**config.mk**
```make
export PLATFORM = sky130hd
export DESIGN_NAME = wdog_steer_top
export DESIGN_NICKNAME = d
export VERILOG_FILES = /design/src/rtl/wdog_pkg.sv /design/src/rtl/wdog_cfg_reg.sv /design/src/rtl/wdog_down_counter.sv /design/src/rtl/wdog_expiry_act.sv /design/src/rtl/wdog_steer_top.sv
export SDC_FILE = /design/constraint.sdc
export NUM_CORES = 1
export LEC_CHECK = 0
export CORE_ASPECT_RATIO = 0.9
export CORE_MARGIN = 2
export CORE_UTILIZATION = 40
export CTS_CLUSTER_SIZE = 24
export DETAILED_ROUTE_END_ITERATION = 7
export DONT_BUFFER_PORTS = 1
export GPL_ROUTABILITY_DRIVEN = 0
export PLACE_DENSITY = 0.54
export SETUP_SLACK_MARGIN = 0.2
export SYNTH_ARGS = -nofsm -noshare
export SYNTH_HDL_FRONTEND = slang
export SYNTH_SLANG_ARGS = --single-unit
```
**constraint.sdc**
```tcl
create_clock -name clk -period 2.53 [get_ports clk]
set_clock_uncertainty 0.15 [all_clocks]
set_input_delay 0.1265 -clock clk [delete_from_list [all_inputs] [get_ports clk]]
set_output_delay 0.1265 -clock clk [all_outputs]
set_load 0.01 [all_outputs]
```
**src/rtl/wdog_pkg.sv**
```systemverilog
package wdog_pkg;

    localparam int WD_DATA_W = 8;
    localparam int WD_MULT_W = 5;
    localparam int WD_RES_W  = 2;
    localparam int WD_CNT_W  = 16;

    // Register layout: steering bit on top, multiplier, resolution at the bottom
    typedef struct packed {
        logic                 steer;
        logic [WD_MULT_W-1:0] mult;
        logic [WD_RES_W-1:0]  res;
    } wd_cfg_t;

    typedef enum logic [1:0] {
        ACC_NONE  = 2'd0,
        ACC_WRITE = 2'd1,
        ACC_READ  = 2'd2
    } wd_access_e;

    // Ticks until expiry: multiplier scaled by four to the power res
    function automatic logic [WD_CNT_W-1:0] wd_timeout(input wd_cfg_t c);
        logic [WD_CNT_W-1:0] base;
        base = WD_CNT_W'(c.mult);
        return base << {c.res, 1'b0};
    endfunction

endpackage

```
**src/rtl/wdog_cfg_reg.sv**
```systemverilog
module wdog_cfg_reg
    import wdog_pkg::*;
#(
    parameter int DATA_W = WD_DATA_W,
    parameter int CNT_W  = WD_CNT_W
) (
    input  logic              clk,
    input  logic              rst,
    input  logic              wr_en,
    input  logic              rd_en,
    input  logic [DATA_W-1:0] wdata,
    input  logic              wipe,
    output wd_cfg_t           cfg,
    output wd_access_e        access,
    output logic [CNT_W-1:0]  load_val
);
    localparam int CFG_W = $bits(wd_cfg_t);

    wd_cfg_t wcfg;
    assign wcfg = wd_cfg_t'(wdata[CFG_W-1:0]);

    always_ff @(posedge clk) begin
        if (rst)
            cfg <= '0;
        else if (wr_en)
            cfg <= wcfg;
        else if (wipe)
            cfg <= '0;
    end

    always_comb begin
        if (wr_en)      access = ACC_WRITE;
        else if (rd_en) access = ACC_READ;
        else            access = ACC_NONE;
    end

    assign load_val = CNT_W'(wd_timeout(wr_en ? wcfg : cfg));

    AST_READ_KEEPS_REG: assert property (@(posedge clk) disable iff (rst)
        (access == ACC_READ) |=> $stable(cfg)) else $error("read changed register");

endmodule

```
**src/rtl/wdog_down_counter.sv**
```systemverilog
module wdog_down_counter #(
    parameter int CNT_W = wdog_pkg::WD_CNT_W
) (
    input  logic             clk,
    input  logic             rst,
    input  logic             load,
    input  logic [CNT_W-1:0] load_val,
    input  logic             tick,
    output logic             expire
);
    localparam logic [CNT_W-1:0] LAST = CNT_W'(1);

    logic [CNT_W-1:0] cnt;

    // A reload wins over the final tick of the previous count
    assign expire = tick && !load && (cnt == LAST);

    always_ff @(posedge clk) begin
        if (rst)
            cnt <= '0;
        else if (load)
            cnt <= load_val;
        else if (tick && (cnt != '0))
            cnt <= cnt - LAST;
    end

    AST_IDLE_HOLDS: assert property (@(posedge clk) disable iff (rst)
        ((cnt == '0) && !load) |=> (cnt == '0)) else $error("idle counter moved");
    AST_NO_TICK_STABLE: assert property (@(posedge clk) disable iff (rst)
        (!tick && !load) |=> $stable(cnt)) else $error("count moved without tick");

endmodule

```
**src/rtl/wdog_expiry_act.sv**
```systemverilog
module wdog_expiry_act (
    input  logic clk,
    input  logic rst,
    input  logic expire,
    input  logic steer,
    input  logic access_any,
    output logic wipe,
    output logic flag,
    output logic rst_req,
    output logic irq_pulse,
    output logic day_clr
);
    assign wipe = expire && steer;

    always_ff @(posedge clk) begin
        if (rst) begin
            flag      <= 1'b0;
            rst_req   <= 1'b0;
            irq_pulse <= 1'b0;
            day_clr   <= 1'b0;
        end else begin
            rst_req   <= expire && steer;
            day_clr   <= expire && steer;
            irq_pulse <= expire && !steer;
            if (access_any)
                flag <= 1'b0;
            else if (expire)
                flag <= 1'b1;
        end
    end

    AST_STEER_EXCL: assert property (@(posedge clk) disable iff (rst)
        !(rst_req && irq_pulse)) else $error("both expiry actions");
    AST_IRQ_SINGLE: assert property (@(posedge clk) disable iff (rst)
        irq_pulse |=> !irq_pulse) else $error("irq longer than one cycle");
    AST_DAY_WITH_RESET: assert property (@(posedge clk) disable iff (rst)
        rst_req |-> day_clr) else $error("day clear missing");
    AST_FLAG_CLEAR: assert property (@(posedge clk) disable iff (rst)
        access_any |=> !flag) else $error("flag not cleared by access");
    AST_FLAG_SET: assert property (@(posedge clk) disable iff (rst)
        (expire && !access_any) |=> flag) else $error("flag not set on expiry");

endmodule

```
**src/rtl/wdog_steer_top.sv**
```systemverilog
module wdog_steer_top
    import wdog_pkg::*;
#(
    parameter int DATA_W = WD_DATA_W,
    parameter int CNT_W  = WD_CNT_W
) (
    input  logic              clk,
    input  logic              rst,
    input  logic              tick_16hz,
    input  logic              reg_wr,
    input  logic              reg_rd,
    input  logic [DATA_W-1:0] reg_wdata,
    output logic [DATA_W-1:0] reg_rdata,
    output logic              wd_flag,
    output logic              rst_req,
    output logic              irq_pulse,
    output logic              day_bit6_clr
);
    wd_cfg_t          cfg;
    wd_access_e       access;
    logic [CNT_W-1:0] load_val;
    logic             access_any;
    logic             expire;
    logic             wipe;

    assign access_any = (access != ACC_NONE);
    assign reg_rdata  = DATA_W'(cfg);

    wdog_cfg_reg #(.DATA_W(DATA_W), .CNT_W(CNT_W)) u_reg (
        .clk(clk), .rst(rst), .wr_en(reg_wr), .rd_en(reg_rd), .wdata(reg_wdata),
        .wipe(wipe), .cfg(cfg), .access(access), .load_val(load_val)
    );

    wdog_down_counter #(.CNT_W(CNT_W)) u_cnt (
        .clk(clk), .rst(rst), .load(access_any), .load_val(load_val),
        .tick(tick_16hz), .expire(expire)
    );

    wdog_expiry_act u_act (
        .clk(clk), .rst(rst), .expire(expire), .steer(cfg.steer),
        .access_any(access_any), .wipe(wipe), .flag(wd_flag), .rst_req(rst_req),
        .irq_pulse(irq_pulse), .day_clr(day_bit6_clr)
    );

    AST_RESET_WIPES_REG: assert property (@(posedge clk) disable iff (rst)
        rst_req |-> (reg_rdata == '0)) else $error("register kept after reset request");

endmodule

```
==> impl_results.rst <==
.. list-table::
   :header-rows: 1

   * - Metric
     - Value
   * - Post-CTS clock slew at the launch and capture registers of the worst setup and hold paths
     - 90 ps
   * - Max Buffers Root-to-Sink
     - 2
   * - Post-synth top area cell
     - sky130_fd_sc_hd__dfxtp_1
   * - Placeable core region
     - 3780 um2
   * - Detail-routed net length per standard cell
     - around 17 um
   * - Final Critical Period
     - approximately 2300 ps
   * - Setup TNS
     - 0 ps
   * - Die span in y
     - 64.0 um
   * - Synth unique cells
     - 45
   * - Number of clock sinks
     - 27
   * - Endpoints failing setup
     - 0
   * - Fin. Hold Viols
     - 1
   * - Most common cell after layout, fill and taps aside
     - sky130_fd_sc_hd__dfxtp_1
   * - Initial core utilization
     - a little over two fifths
   * - Transition time at the pin with the least slew margin
     - about 800 ps
   * - Fmax
     - 0.434 GHz
   * - Worst Path Class, Setup
     - reg2reg
   * - Worst min-delay path class
     - in2reg
   * - Startpoint of the most critical hold path
     - tick_16hz
   * - Vias
     - 1,480
   * - Post-route insts no fill
     - ~250
   * - Violated checks
     - hold timing
   * - Number of flops mapped to enable cells by yosys
     - 0
   * - Total of max-cap violations
     - 0
   * - Async set-or-reset flop fraction in the synthesized netlist
     - 0%
   * - Post-synthesis cell count
     - 194
   * - Cell area after technology mapping
     - 1600 um2
   * - Kind of end point of the critical path
     - flop
   * - Synth top area share
     - 33.8%
   * - Initial antenna violation count
     - 0
   * - Startpoint of the worst register-to-register path
     - u_cnt.cnt[5]$_SDFFE_PP0P_
   * - Total Wirelength
     - 4200 um
   * - Number of inserted diodes
     - 0
   * - Number of nets still failing antenna checks after routing
     - 0
   * - Static leakage
     - 0.646 nW
   * - Register bit count reported by yosys
     - 27
   * - Remaining DRCs
     - 0
   * - Required time at the worst-slack endpoint
     - 2550 ps
   * - Total Routing Usage GR
     - 19.6%
   * - Unrepaired setup endpoints after global routing
     - true
   * - CP Launch Type
     - flop
   * - Synthesized area divided by synthesized cell count
     - 8.24 um2
   * - Ports
     - 25
   * - Worst vdd ir
     - 0.292 mV
   * - Die ar.
     - 4520 um2
   * - Clock insertion delay at the later pin of the skew report
     - 280 ps
   * - Synthesized Nets
     - 209
   * - Post-layout total power
     - approximately 970 uW
   * - Via count of the first global-routing pass
     - about 1,500
   * - Filler Cell Count
     - 394
   * - Core Rows
     - 21
   * - Port-buffer cells
     - 0
   * - Leading cell types in the layout, fill and taps excluded
     - 26 x sky130_fd_sc_hd__dfxtp_1, 23 x sky130_fd_sc_hd__nor2_1, 14 x sky130_fd_sc_hd__a21oi_1
   * - Initial DRC count
     - between 70 and 80
   * - Number of nets in the finished design
     - 216
   * - Result of the run
     - finished with violations
   * - Number of placed instances, taps included
     - 230
   * - Area Overhead vs Synth
     - 12.1%
   * - Drt pass-1 iters
     - 4
   * - Pin count of the biggest net entering global routing
     - 18
   * - CTS H-tree lvls
     - 1
   * - Top cells by area, synth
     - sky130_fd_sc_hd__dfxtp_1 34%, sky130_fd_sc_hd__mux2i_1 7.5%, sky130_fd_sc_hd__nor2_1 5.4%, sky130_fd_sc_hd__a21oi_1 4.4%, sky130_fd_sc_hd__nor3_1 3.8%
   * - Worst endpoint data arrival time
     - roughly 2300 ps
   * - Max Transition Viols Final
     - 0
   * - Fraction of the yosys area taken by sequential cells
     - 33.8%
   * - Maximum fanout along the worst path
     - 7
   * - Post-DR vias/cell
     - 6.02
   * - Count of synthesis-stage warnings from yosys
     - 0
   * - Global route total overflow
     - 0
   * - Estimated wirelength of the detail-placed design
     - 2960 um
   * - Width of the die
     - between 70 and 80 um
   * - Worst relative slew slack
     - 46.2%
   * - Critical path startpoint
     - u_cnt.cnt[5]$_SDFFE_PP0P_
   * - Root Buffer Master
     - sky130_fd_sc_hd__clkbuf_8
   * - Fraction of final layout cells sized beyond drive strength 1
     - under 10%
   * - Top FF cell, synth
     - sky130_fd_sc_hd__dfxtp_1
   * - Hold WS
     - -1.46 ps
   * - Number of buffers inserted during clock tree synthesis
     - 3
   * - Wire length of the first global-routing pass
     - a little over 7000 um
   * - Power density over cell area
     - 542 nW/um2
   * - Final clock period utilization by the worst path
     - approximately nine tenths
   * - Final design utilization
     - 47.4%
   * - Clock tree from TritonCTS
     - yes
sequential cells by signal (all words and copies together), names as in the netlist:
signal,count
u_reg.cfg,8
u_act.irq_pulse,1
u_cnt.cnt,16
u_act.rst_req,1
u_act.flag,1
cell usage after synthesis (all sizes together), types with 5 or more instances:
| library cell | number |
|---|---|
| inv | 6 |
| dfxtp | 27 |
| xnor2 | 5 |
| nor4 | 5 |
| clkbuf | 8 |
| nor2 | 23 |
| nand3 | 5 |
| or4 | 5 |
| nor3 | 12 |
| o21ai | 5 |
| mux2i | 12 |
| nand2b | 6 |
| nand2 | 8 |
| a21oi | 14 |
layer usage:
metal  global-route usage, %  share of wire (%)
met1                    26.7                 48
met2                    31.1                 45
met3                    4.73                5.5
met4                    4.95                1.4
met5                       0                  0
what timing repair did:
action                     CTS  global route
setup endpoints to repair    0            14
hold buffers                11             0
setup buffers                0             1
resized for setup            0             5
hold endpoints to repair    21             0
through the flow:
stage / hold slack (ps) / area (um2) / worst slack, ps
6_report: -1.46 / 1790 / 228
5_1_grt: 28.0 / 1790 / 173
3_3_place_gp: 49.1 / 1610 / 313
3_5_place_dp: 51.1 / 1610 / 260
4_1_cts: 0.290 / 1770 / 245
2_1_floorplan: 52.6 / 1600 / 297
layout make-up:
| class | instances | area [um2] | share of cell area (%) |
|---|---|---|---|
| Timing Repair Buffer | 14 | 133 | 7.40 |
| Inverter | 6 | 22.5 | 1.26 |
| Tap cell | 46 | 57.6 | 3.21 |
| Clock buffer | 4 | 45.0 | 2.51 |
| Multi-Input combinational cell | 149 | 992 | 55.4 |
| Sequential cell | 27 | 542 | 30.2 |
power by group:
part           internal (mW)  switching (mW)
Clock                  0.113           0.133
Combinational          0.111           0.135
Sequential             0.446          0.0321
cell families (layout without fill, tap and decap cells):
family,count (synthesis),in the layout,synth area share [%]
and+or+nand+nor,84,84,29.2
AOI/OAI and AO/OA,43,43,17.9
DFF,27,27,33.8
buffers and inverters,18,24,5.17
muxes,15,15,9.63
xor gates and xnor gates,5,5,2.74
adders and majority gates,2,2,1.57
worst max-delay path, cell delays in order (launching register included):
cell	delay, ps
sky130_fd_sc_hd__dfxtp_2	360
sky130_fd_sc_hd__or4_4	530
sky130_fd_sc_hd__or3_4	350
sky130_fd_sc_hd__or4_4	470
sky130_fd_sc_hd__o21bai_4	250
sky130_fd_sc_hd__nor2_1	80
worst paths after layout:
check	cells past startpoint	to	slack, ps
setup / recovery	5	u_reg.cfg[5]$_SDFFE_PP0P_	230
hold / removal	3	u_cnt.cnt[2]$_SDFFE_PP0P_	-1
setup reg to reg	5	u_reg.cfg[5]$_SDFFE_PP0P_	230
hold reg to reg	2	u_cnt.cnt[1]$_SDFFE_PP0P_	380
Power figures use the tool's default switching activity.
